$ cat config.mk
export PLATFORM = sky130hd
export DESIGN_NAME = ocmp_unit
export DESIGN_NICKNAME = d
export VERILOG_FILES = /design/src/rtl/ocmp_pkg.sv /design/src/rtl/ocmp_counter.sv /design/src/rtl/ocmp_channel.sv /design/src/rtl/ocmp_regbus.sv /design/src/rtl/ocmp_unit.sv
export SDC_FILE = /design/constraint.sdc
export NUM_CORES = 1
export LEC_CHECK = 0
export BUFFER_PORTS_ARGS = -buffer_cell sky130_fd_sc_hd__buf_2
export CAP_MARGIN = 10
export CORE_MARGIN = 4
export CORE_UTILIZATION = 54
export DETAILED_ROUTE_END_ITERATION = 12
export PLACE_DENSITY = 0.84
export SLEW_MARGIN = 20
export SYNTH_ARGS = -nofsm -noshare
export SYNTH_HDL_FRONTEND = slang
export SYNTH_SLANG_ARGS = --single-unit
$ cat constraint.sdc
create_clock -name clk -period 6.7 [get_ports clk]
set_input_delay 1.34 -clock clk [delete_from_list [all_inputs] [get_ports clk]]
set_output_delay 1.34 -clock clk [all_outputs]
set_load 0.02 [all_outputs]
$ cat src/rtl/ocmp_pkg.sv
package ocmp_pkg;
  localparam int OCMP_BYTE_W = 8;
  localparam int OCMP_NCH    = 2;

  function automatic int ocmp_stat_addr(input int nch);
    return 2 * (nch + 1);
  endfunction
endpackage

$ cat src/rtl/ocmp_counter.sv
module ocmp_counter #(
  parameter int WORD_W = 16
) (
  input  logic              clk,
  input  logic              rst,
  input  logic              load,
  input  logic [WORD_W-1:0] load_val,
  input  logic              cnt_en,
  output logic [WORD_W-1:0] cnt_q,
  output logic [WORD_W-1:0] cnt_inc,
  output logic              step
);
  assign cnt_inc = cnt_q + 1'b1;
  assign step    = cnt_en && !load;

  always_ff @(posedge clk) begin
    if (rst)       cnt_q <= '0;
    else if (load) cnt_q <= load_val;
    else if (step) cnt_q <= cnt_inc;
  end
endmodule

$ cat src/rtl/ocmp_channel.sv
module ocmp_channel #(
  parameter int WORD_W = 16
) (
  input  logic              clk,
  input  logic              rst,
  input  logic              lp_mode,
  input  logic              cmp_load,
  input  logic [WORD_W-1:0] load_val,
  input  logic              step,
  input  logic [WORD_W-1:0] cnt_inc,
  input  logic              stat_rd,
  input  logic              stat_wr,
  input  logic              stat_wbit,
  input  logic              irq_en,
  input  logic              out_en,
  input  logic              out_lvl,
  output logic [WORD_W-1:0] cmp_q,
  output logic              match,
  output logic              flag_q,
  output logic              irq_q,
  output logic              pin_q
);
  logic armed_q;
  logic clr_req;
  logic flag_d;

  assign match   = step && (cnt_inc == cmp_q);
  assign clr_req = stat_wr && armed_q && !stat_wbit;
  assign flag_d  = match || (flag_q && !clr_req);

  always_ff @(posedge clk) begin
    if (rst || lp_mode) cmp_q <= '1;
    else if (cmp_load)  cmp_q <= load_val;
  end

  always_ff @(posedge clk) begin
    if (rst) begin
      armed_q <= 1'b0;
      flag_q  <= 1'b0;
      irq_q   <= 1'b0;
      pin_q   <= 1'b0;
    end else begin
      if (stat_wr)               armed_q <= 1'b0;
      else if (stat_rd && flag_q) armed_q <= 1'b1;
      flag_q <= flag_d;
      irq_q  <= flag_d && irq_en;
      if (match && out_en) pin_q <= out_lvl;
    end
  end
endmodule

$ cat src/rtl/ocmp_regbus.sv
module ocmp_regbus #(
  parameter int BYTE_W = 8,
  parameter int NCH    = 2,
  parameter int ADDR_W = 3
) (
  input  logic                         clk,
  input  logic                         rst,
  input  logic [ADDR_W-1:0]            bus_addr,
  input  logic                         bus_wr,
  input  logic                         bus_rd,
  input  logic [BYTE_W-1:0]            bus_wdata,
  input  logic [2*BYTE_W-1:0]          cnt_q,
  input  logic [NCH-1:0][2*BYTE_W-1:0] cmp_q,
  input  logic [NCH-1:0]               flag_q,
  output logic [BYTE_W-1:0]            bus_rdata,
  output logic                         cnt_load,
  output logic [NCH-1:0]               cmp_load,
  output logic [2*BYTE_W-1:0]          word_wval,
  output logic                         stat_rd,
  output logic                         stat_wr,
  output logic [NCH-1:0]               stat_wdata,
  output logic [3*NCH-1:0]             ctrl_q
);
  localparam int WORD_W    = 2 * BYTE_W;
  localparam int NWORD     = NCH + 1;
  localparam int STAT_ADDR = ocmp_pkg::ocmp_stat_addr(NCH);
  localparam int CTRL_ADDR = STAT_ADDR + 1;
  localparam int CTRL_W    = 3 * NCH;

  logic [NWORD-1:0][WORD_W-1:0] words;
  logic [BYTE_W-1:0]            temp_q;
  logic                         is_word;
  logic                         is_hi;
  logic                         word_wr;
  logic                         ctrl_wr;
  logic [ADDR_W-1:0]            widx;

  always_comb begin
    words[0] = cnt_q;
    for (int i = 0; i < NCH; i++) words[i+1] = cmp_q[i];
  end

  assign is_word    = ({1'b0, bus_addr} < (ADDR_W+1)'(2 * NWORD));
  assign is_hi      = is_word && !bus_addr[0];
  assign widx       = bus_addr >> 1;
  assign word_wr    = bus_wr && is_word && bus_addr[0];
  assign word_wval  = {temp_q, bus_wdata};
  assign cnt_load   = word_wr && (widx == '0);
  assign stat_wr    = bus_wr && (bus_addr == ADDR_W'(STAT_ADDR));
  assign stat_rd    = bus_rd && (bus_addr == ADDR_W'(STAT_ADDR));
  assign ctrl_wr    = bus_wr && (bus_addr == ADDR_W'(CTRL_ADDR));
  assign stat_wdata = bus_wdata[NCH-1:0];

  for (genvar g = 0; g < NCH; g++) begin : g_ld
    assign cmp_load[g] = word_wr && (widx == ADDR_W'(g + 1));
  end

  always_ff @(posedge clk) begin
    if (rst) begin
      temp_q <= '0;
    end else if (bus_wr && is_hi) begin
      temp_q <= bus_wdata;
    end else if (bus_rd && is_hi && !bus_wr) begin
      temp_q <= words[widx][BYTE_W-1:0];
    end
  end

  always_ff @(posedge clk) begin
    if (rst)          ctrl_q <= '0;
    else if (ctrl_wr) ctrl_q <= bus_wdata[CTRL_W-1:0];
  end

  always_ff @(posedge clk) begin
    if (rst) begin
      bus_rdata <= '0;
    end else if (bus_rd) begin
      if (is_hi)                                bus_rdata <= words[widx][WORD_W-1:BYTE_W];
      else if (is_word)                         bus_rdata <= temp_q;
      else if (bus_addr == ADDR_W'(STAT_ADDR))  bus_rdata <= BYTE_W'(flag_q);
      else                                      bus_rdata <= BYTE_W'(ctrl_q);
    end
  end
endmodule

$ cat src/rtl/ocmp_unit.sv
module ocmp_unit #(
  parameter int BYTE_W = ocmp_pkg::OCMP_BYTE_W,
  parameter int NCH    = ocmp_pkg::OCMP_NCH,
  parameter int ADDR_W = $clog2(ocmp_pkg::ocmp_stat_addr(NCH) + 2)
) (
  input  logic              clk,
  input  logic              rst,
  input  logic              lp_mode,
  input  logic              cnt_en,
  input  logic [ADDR_W-1:0] bus_addr,
  input  logic              bus_wr,
  input  logic              bus_rd,
  input  logic [BYTE_W-1:0] bus_wdata,
  output logic [BYTE_W-1:0] bus_rdata,
  output logic [NCH-1:0]    irq_o,
  output logic [NCH-1:0]    cmp_pin_o
);
  localparam int WORD_W = 2 * BYTE_W;

  logic [WORD_W-1:0]            cnt_q;
  logic [WORD_W-1:0]            cnt_inc;
  logic                         cnt_step;
  logic                         cnt_load;
  logic [NCH-1:0]               cmp_load;
  logic [WORD_W-1:0]            word_wval;
  logic [NCH-1:0][WORD_W-1:0]   cmp_q;
  logic [NCH-1:0]               flag_q;
  logic [NCH-1:0]               ch_match;
  logic                         stat_rd;
  logic                         stat_wr;
  logic [NCH-1:0]               stat_wdata;
  logic [3*NCH-1:0]             ctrl_q;

  ocmp_counter #(.WORD_W(WORD_W)) u_cnt (
    .clk(clk), .rst(rst), .load(cnt_load), .load_val(word_wval),
    .cnt_en(cnt_en), .cnt_q(cnt_q), .cnt_inc(cnt_inc), .step(cnt_step)
  );

  ocmp_regbus #(.BYTE_W(BYTE_W), .NCH(NCH), .ADDR_W(ADDR_W)) u_bus (
    .clk(clk), .rst(rst), .bus_addr(bus_addr), .bus_wr(bus_wr),
    .bus_rd(bus_rd), .bus_wdata(bus_wdata), .cnt_q(cnt_q), .cmp_q(cmp_q),
    .flag_q(flag_q), .bus_rdata(bus_rdata), .cnt_load(cnt_load),
    .cmp_load(cmp_load), .word_wval(word_wval), .stat_rd(stat_rd),
    .stat_wr(stat_wr), .stat_wdata(stat_wdata), .ctrl_q(ctrl_q)
  );

  for (genvar g = 0; g < NCH; g++) begin : g_ch
    ocmp_channel #(.WORD_W(WORD_W)) u_ch (
      .clk(clk), .rst(rst), .lp_mode(lp_mode),
      .cmp_load(cmp_load[g]), .load_val(word_wval),
      .step(cnt_step), .cnt_inc(cnt_inc),
      .stat_rd(stat_rd), .stat_wr(stat_wr), .stat_wbit(stat_wdata[g]),
      .irq_en(ctrl_q[g]), .out_en(ctrl_q[NCH+g]), .out_lvl(ctrl_q[2*NCH+g]),
      .cmp_q(cmp_q[g]), .match(ch_match[g]), .flag_q(flag_q[g]),
      .irq_q(irq_o[g]), .pin_q(cmp_pin_o[g])
    );
  end
endmodule

# --- Yosys cells after proc, flatten, opt, wreduce, memory -nomap -nowiden ---
# Index checks and enable logic that the tools add are counted.
# Widths: inputs -> output; s select.
op_classes:
  n_addsub: 1
  mul: 0
  n_div: 0
  order_cmp: 2
  n_eq_ne: 6
  shifts: 0
  muxes: 9
  bitwise_logic: 0
  n_reduce_logical: 41
ops:
  columns: ["operator", "count"]
  rows:
  - ["$mux 16", 3]
  - ["$bmux 16 s2", 1]
  - ["$eq 16x16->1", 2]
  - ["$mux 8", 4]
  - ["$logic_and 1x1->1", 27]
  - ["$add 16x1->16 const B", 1]
  - ["$logic_not 1->1", 7]
  - ["$eq 3x3->1 const B", 2]
  - ["$mux 6", 1]
  - ["$reduce_bool 2->1", 2]
  - ["$logic_not 3->1", 1]
  - ["$logic_or 1x1->1", 3]
  - ["$lt 2x3->1 const B", 1]
  - ["$lt 3x3->1 const B", 1]
  - ["$eq 2x1->1 const B", 1]
  - ["$eq 2x2->1 const B", 1]
  - ["$reduce_or 2->1", 1]
word_totals:
  register_bits: 78
  latchBits: 0
  ramBits: 0
  rom_bits: 0
  input_bits: 17
  output_inout_bits: 12
  word_cells: 73
  mem_count: 0

# --- Longest topological paths before layout ---
# Gate-level depths: netlist (run 1).
depth:
  word_depth: 9
  mapped_depth: 9

# --- Hierarchy ---
# A second synthesis (run 1) with hierarchy kept.
hier_totals:
  cells_unflattened: 523
  area_unflattened_um2: 4466.8
by_module_without_submodules:
  columns: ["module", "instances", "cells_per_inst", "area_each_um2", "seq_area_each_um2"]
  rows:
  - ["ocmp_channel", 2, 94, 897.1, 400.4]
  - ["ocmp_regbus", 1, 189, 1512.7, 440.4]
  - ["ocmp_counter", 1, 146, 1159.9, 320.3]

# --- Least setup slack after synthesis (run 1) ---
# OpenSTA, ideal clock, no wires.
synth_path:
  path_type: "input port to flip-flop"
  startpoint: "in bus_addr[2]"
  endpoint: "reg g_ch[0].u_ch.pin_q"
  arrival_ns: 3.538
  t_required_ns: 6.629
  slack_ns: 3.091
  stages: 9
  cell_sequence: "buf_4 > nand4bb_1 > buf_2 > nand2_1 > or4_1 > a2111o_1 > or4_4 > or3_1 > a21oi_1"
synth_via:
  elab_chain_cells: 8
synth_lines:
  columns: ["item", "line", "text"]
  rows:
  - ["start: declaration", "ocmp_unit.sv:10", "input logic [ADDR_W-1:0] bus_addr,"]
  - ["$lt 3x3->1", "ocmp_regbus.sv:43", "assign is_word = ({1'b0, bus_addr} < (ADDR_W+1)'(2 * NWORD));"]
  - ["$logic_and 1x1->1 (2 in a row)", "ocmp_regbus.sv:46", "assign word_wr = bus_wr && is_word && bus_addr[0];"]
  - ["$logic_and 1x1->1 (*)", "ocmp_regbus.sv:48", "assign cnt_load = word_wr && (widx == '0);"]
  - ["$logic_not 1->1 (*)", "ocmp_counter.sv:14", "assign step = cnt_en && !load;"]
  - ["$logic_and 1x1->1 (*)", "ocmp_counter.sv:14", null]
  - ["$logic_and 1x1->1 (*)", "ocmp_channel.sv:27", "assign match = step && (cnt_inc == cmp_q);"]
  - ["$logic_and 1x1->1 (*)", "ocmp_channel.sv:47", "if (match && out_en) pin_q <= out_lvl;"]
  - ["end signal: assignment", "ocmp_channel.sv:47", null]
  - ["end: declaration", "ocmp_channel.sv:21", "output logic pin_q"]
# Every way passes the cells marked *; elsewhere a longest branch is shown, timed or not.
# A chain may end at the register's enable or synchronous reset.

# --- Final worst setup path (run 1) ---
# Ends and elaborated chain as after synthesis.

==> results of run 1 <==
[logic make-up (layout without fill, tap and decap cells)]
| logic type | count (synthesis) | in the layout | synth area share (%) |
|---|---|---|---|
| DFF | 78 | 78 | 34.0 |
| muxes | 31 | 31 | 7.31 |
| buffers and inverters | 60 | 55 | 5.54 |
| AOI/OAI and AO/OA | 89 | 89 | 13.4 |
| xor gates and xnor gates | 48 | 48 | 11.6 |
| adders and majority gates | 2 | 2 | 0.491 |
| and+or+nand+nor | 272 | 272 | 27.6 |
[critical path, cell delays in order]
cell       delay, ns
buf_2           0.49
nand4bb_1       0.22
buf_4           0.34
nand2_1         0.11
or4_1           0.54
a2111o_1        0.35
or4_4           0.54
or3_1           0.33
a21oi_1         0.14
[area by class of cell]
class / instances / area (um^2) / area share, %
inverters: 8 / 30.0 / 0.617
flip-flops and latches: 78 / 1560 / 32.1
multi-input cells: 442 / 2790 / 57.3
well taps: 105 / 131 / 2.70
clock inverters: 7 / 70.1 / 1.44
repair buffers: 31 / 163 / 3.34
clock buffers: 9 / 124 / 2.55
[registers in the layout (all words and copies together), names as in the netlist]
name and count:
g_ch.u_ch.irq_q 2, g_ch.u_ch.pin_q 2, u_bus.temp_q 8, u_bus.ctrl_q 6, u_bus.bus_rdata 8, g_ch.u_ch.flag_q 2
g_ch.u_ch.armed_q 2, g_ch.u_ch.cmp_q 32, u_cnt.cnt_q 16
[metal layers]
metal	vias to the layer above	routed length [um]	GRT usage (%)	part of all wire [%]
li1	2024	-	-	-
met1	2008	5400	36.7	41
met2	243	6120	42.0	46
met3	54	1240	4.79	9.3
met4	0	500	12.1	3.8
met5	-	0	0	0
[placed cells by master (no fill, tap or decap), types with 6 or more instances in the layout]
cell	synthesis	routed
o21ai_0	10	10
dfxtp_1	78	78
nor2_1	60	59
xnor3_1	8	8
nor4_1	8	8
nand4_1	15	15
o211ai_1	11	11
buf_2	4	28
clkbuf_8	0	9
xor2_1	19	19
nor2b_1	6	6
nand3_1	44	44
a211oi_1	21	21
xnor2_1	21	21
nand2_1	100	100
nor3_1	7	7
nand2b_1	6	6
and3_1	6	6
a21oi_1	15	15
a31oi_1	9	9
mux2i_1	29	29
inv_1	8	8
[worst paths after layout]
check / from / endpoint / slack, ns / depth (start not counted)
setup / recovery: bus_addr[2] / g_ch[0].u_ch.pin_q / 2.58 / 9
hold / removal: u_bus.bus_rdata[7] / u_bus.bus_rdata[7] / 0.49 / 2
setup reg to reg: u_cnt.cnt_q[0] / g_ch[0].u_ch.pin_q / 3.43 / 8
hold reg to reg: u_bus.bus_rdata[7] / u_bus.bus_rdata[7] / 0.49 / 2
[metrics by stage]
stage	worst slack [ns]	instance area, um^2	hold slack [ns]	util [%]
floorplan	3.09	4590	0.450	-
global placement	2.36	4670	0.460	56.5
detailed placement	2.25	4670	0.468	56.6
CTS	2.62	4870	0.488	58.9
global route	2.42	4870	0.510	58.9
finish	2.58	4870	0.486	58.9
[power groups by stage]
| stage | clock [mW] | combinational [mW] | sequential (mW) |
|---|---|---|---|
| final | 0.359 | 0.122 | 0.504 |
| after detailed placement | 0 | 0.119 | 0.513 |
| after global placement | 0 | 0.115 | 0.512 |
| after global routing | 0.377 | 0.133 | 0.506 |
| after floorplan | 0 | 0.0936 | 0.501 |
| after CTS | 0.361 | 0.120 | 0.502 |
==> out/summary.txt, run 1 <==
outcome - finished clean
Clk network pwr share - 36.4%
Die Width - 100 um
first-pass GRT wire length - 21400 um
Max Cap Viol - 0
Final GP Congestion - 0.955
die area - 0.0100 mm^2
Hold Fails Final Rpt - 0
global route overflow - 0
CP arrival - 4.40 ns
Post-Syn Instances - 580
DR vias/cell - 6.37
clock root buffer - clkbuf_8
crit start category - input port
fin crit share - 61.5%
Iter 0 DRT Violations - 470
largest net degree at the start of global routing - 47
combinational power share - 12.4%
share of layout cells above drive strength 1 - 9.74%
IO Count - 29
unrepaired setup endpoints after global routing - false
CP Capture Type - flip-flop
Synth top cells by count - 100 x nand2_1, 78 x dfxtp_1, 60 x nor2_1, 44 x nand3_1, 36 x clkbuf_1
DR vias - 4329
Rows - 33
post-route antenna net violation count - 0
Syn. warnings - 0
asr flop ratio synth - 0%
total placed cells including tap cells - 664
Reg clk slew, reported paths - 0.09 ns
Seq pwr share - 51.2%
WS Path Type - input port to flip-flop
count of final setup violators - 0
synthesis-to-finish area growth - 6.05%
# hold bufs at CTS - 0
post_cts resized - 0
sequential element share of the synthesized area - 34.0%
# DRC - 0
crit path max fanout - 32
Int Pwr - 699 uW
DP Wirelength - 9270 um
postcts setup bufs - 0
Design Power - 985 uW
Sw Share - 29.0%
Max H-tree Level - 3
worst-margin pin slew - 1.04 ns
Leakage Power - 1.96 nW
vias in the first global route - 4189
Num CTS Buffers - 9
top cell type's share of synthesized area - 34.0%
Setup Skew - 0.0173 ns
fin crit period - 4.12 ns
Hold Crit Class - flip-flop to flip-flop
Core Region - 0.00826 mm^2
Clock Tree Buf Depth - 2
# port buffers - 28
f_max - 243 MHz
Synthesized Nets - 598
wire length per cell - 19.5 um
Final nets - 588
All-Layer GR Usage - 27.0%
synth top area cells - dfxtp_1 34%, nand2_1 8.2%, mux2i_1 6.3%, nor2_1 4.9%, nand3_1 4.8%
# clock sinks - 78
mapped cell area - 0.00459 mm^2
Die Span Y - 100 um
TNS Setup - 0 ns
latest clock arrival within the worst-skew pair - 0.36 ns
relative slew slack - 30.8%
VDD IR max - 0.128 mV
Max Slew Vio Count - 0
initial antenna violation count - 0
most instantiated library cell after synthesis - nand2_1
top_reg_cell synth - dfxtp_1
starting density of the core - 55.6%
fill count - 762
Synth Register Bits - 78
post-synth top area cell - dfxtp_1
Final Non-Filler Cells - 680
diodes inserted - 0
NetSw - 285 uW
Req. time, crit path - 6.98 ns
Avg Cell Area, Syn - 7.91 um^2
Netlist cell types - 52
PD cells - 202 mW/mm^2
Post-synth EDFFs - 0
CTS tree - yes
First-pass DRT Iterations - 5
WL final - 13300 um
(Power assumes the default switching activity.)
==> run 2, diff against run 1 <==
Settings changed: PLACE_DENSITY 0.84 to 0.87.
Clock period 6.7 ns to 3.5 ns, I/O delays scaled along.
==> run 2 against run 1 <==
Critical path depth is 1 lower. First-iteration DRC count is 3.6% higher. Non-clock buffer count is 11 higher. Via count is 1.8% higher. Flip-flop and latch count stayed put. Combinational power is 100% higher. Clock skew is 0.0035 ns lower. Cell area is 2.1% higher. Cell count is 1.6% higher. Die area stayed put. Critical endpoint unchanged.
==> out/summary.txt, run 2 (same netlist as run 1, synthesis figures left out) <==
Num CTS Buffers - 9
Leakage Power - 2.01 nW
# port buffers - 28
Max Cap Viol - 0
Seq pwr share - 48.7%
share of layout cells above drive strength 1 - 11.3%
Sw Share - 27.8%
worst r2r src - u_cnt.cnt_q[0]
# clock sinks - 78
vias in the first global route - 4162
Most flops, register - g_ch.u_ch.cmp_q
Int Pwr - 1.42 mW
sum of buffers and inverters on the critical path - 0
synthesis-to-finish area growth - 8.29%
Iter 0 DRT Violations - 487
NetSw - 546 uW
post_cts resized - 0
WL final - 13300 um
CP Capture Type - flip-flop
Final GP Congestion - 0.994
DR vias/cell - 6.38
TNS Setup - 0 ns
Die Span Y - 100 um
Clock Tree Buf Depth - 2
unrepaired setup endpoints after global routing - false
f_max - 321 MHz
initial antenna violation count - 0
Reg2Reg Depth - 8
# DRC - 0
latest clock arrival within the worst-skew pair - 0.36 ns
post-route antenna net violation count - 0
CP most frequent cell - xnor2_1
Design Power - 1.97 mW
WS Path Type - flip-flop to flip-flop
First-pass DRT Iterations - 5
largest net degree at the start of global routing - 47
# hold bufs at CTS - 0
Max Slew Vio Count - 0
Hold Crit Depth - 2
worst-margin pin slew - 0.880 ns
combinational power share - 12.5%
clock root buffer - clkbuf_8
Util after Layout - 60.2%
Die Width - 100 um
crit path max fanout - 10
die area - 0.0100 mm^2
All-Layer GR Usage - 27.1%
most common cell after layout, fill and taps aside - nand2_1
IO Count - 29
CP arrival - 3.40 ns
Final nets - 599
delay-heaviest family, CP - simple AND/OR/NAND/NOR gates
VDD IR max - 0.301 mV
crit start category - flip-flop
diodes inserted - 0
Hold Crit Class - flip-flop to flip-flop
Top Registers - g_ch.u_ch.cmp_q: 32 flops, u_cnt.cnt_q: 16 flops
global route overflow - 0
Reg clk slew, reported paths - 0.09 ns
Hold EP - u_bus.bus_rdata[7]
r2r setup slk - 0.39 ns
fin crit share - 88.9%
count of final setup violators - 0
postcts setup bufs - 0
wire length per cell - 19.2 um
max reg flops - 32
outcome - finished clean
fin crit period - 3.11 ns
PD cells - 396 mW/mm^2
worst hold path startpoint - u_bus.bus_rdata[7]
fill count - 722
first-pass GRT wire length - 21300 um
DR vias - 4407
reg-to-reg endpoint - g_ch[0].u_ch.pin_q
largest stage delay on the critical path - 0.56 ns
Clk network pwr share - 38.8%
relative slew slack - 41.3%
CTS tree - yes
worst path cell trace - ha_1 > xnor2_1 > xnor2_1 > or4_1 > a2111o_1 > or4_4 > or3_1 > a21oi_1
Core Region - 0.00826 mm^2
DP Wirelength - 9300 um
commonest non-fill, non-tap cells in the layout - 100 x nand2_1, 78 x dfxtp_1, 59 x nor2_1
Max H-tree Level - 3
starting density of the core - 55.6%
Rows - 33
Setup Skew - 0.0138 ns
Req. time, crit path - 3.79 ns
Hold Fails Final Rpt - 0
Slowest-stage cell, CP - dfxtp_1
run 2: changes by cell type in the layout (fill, tap and decap cells not counted):
cell	before	now
clkinv_2	3	0
clkbuf_1	0	1
nor3b_4	1	0
bufinv_16	1	2
buf_4	3	14
clkinvlp_4	1	2
nor3b_2	0	1
run 2: how the worst max path moves through the flow:
stage                        start                 end  slack [ns]  cells past startpoint
floorplan              bus_addr[2]  g_ch[0].u_ch.pin_q        0.53                      9
global placement            bus_wr  g_ch[0].u_ch.pin_q        0.48                      8
detailed placement  u_cnt.cnt_q[0]  g_ch[0].u_ch.pin_q        0.46                      8
CTS                 u_cnt.cnt_q[0]  g_ch[0].u_ch.pin_q        0.41                      8
global route        u_cnt.cnt_q[0]  g_ch[0].u_ch.pin_q        0.25                      8
finish              u_cnt.cnt_q[0]  g_ch[0].u_ch.pin_q        0.39                      8
run 2: area by class of cell:
| type | instances | area (um^2) | area share, % |
|---|---|---|---|
| clock buffers | 10 | 128 | 2.57 |
| clock inverters | 6 | 92.6 | 1.86 |
| inverters | 8 | 30.0 | 0.604 |
| multi-input cells | 442 | 2780 | 56.0 |
| flip-flops and latches | 78 | 1560 | 31.4 |
| well taps | 105 | 131 | 2.64 |
| repair buffers | 42 | 245 | 4.94 |
run 2: worst reg2reg max path, stage by stage (launching register included):
cell and delay, ns:
dfxtp_1 0.56, ha_1 0.36, xnor2_1 0.19, xnor2_1 0.08
or4_1 0.50, a2111o_1 0.35, or4_4 0.53, or3_1 0.32
a21oi_1 0.14
run 2: per-stage QoR:
step | hold WS [ns] | std cells | worst slack, ns | cell area [um^2]
after floorplan | 0.450 | 580 | 0.531 | 4590
after global placement | 0.462 | 675 | 0.483 | 4750
after detailed placement | 0.467 | 675 | 0.458 | 4750
after CTS | 0.481 | 691 | 0.414 | 4970
after global routing | 0.507 | 691 | 0.254 | 4970
final | 0.480 | 691 | 0.388 | 4970
run 2: metal layers:
layer,global-route usage [%],part of all wire (%),vias to the layer above
li1,-,-,2039
met1,35.1,40,2065
met2,41.7,45,255
met3,7.44,9.8,48
met4,12.8,4.5,0
met5,0,0,-
run 2: power groups by stage:
stage	Combinational [mW]	Clock (mW)	Sequential (mW)
CTS	0.241	0.766	0.956
finish	0.245	0.763	0.958
floorplan	0.179	0	0.960
global route	0.266	0.795	0.962
global placement	0.233	0	0.974
detailed placement	0.238	0	0.976
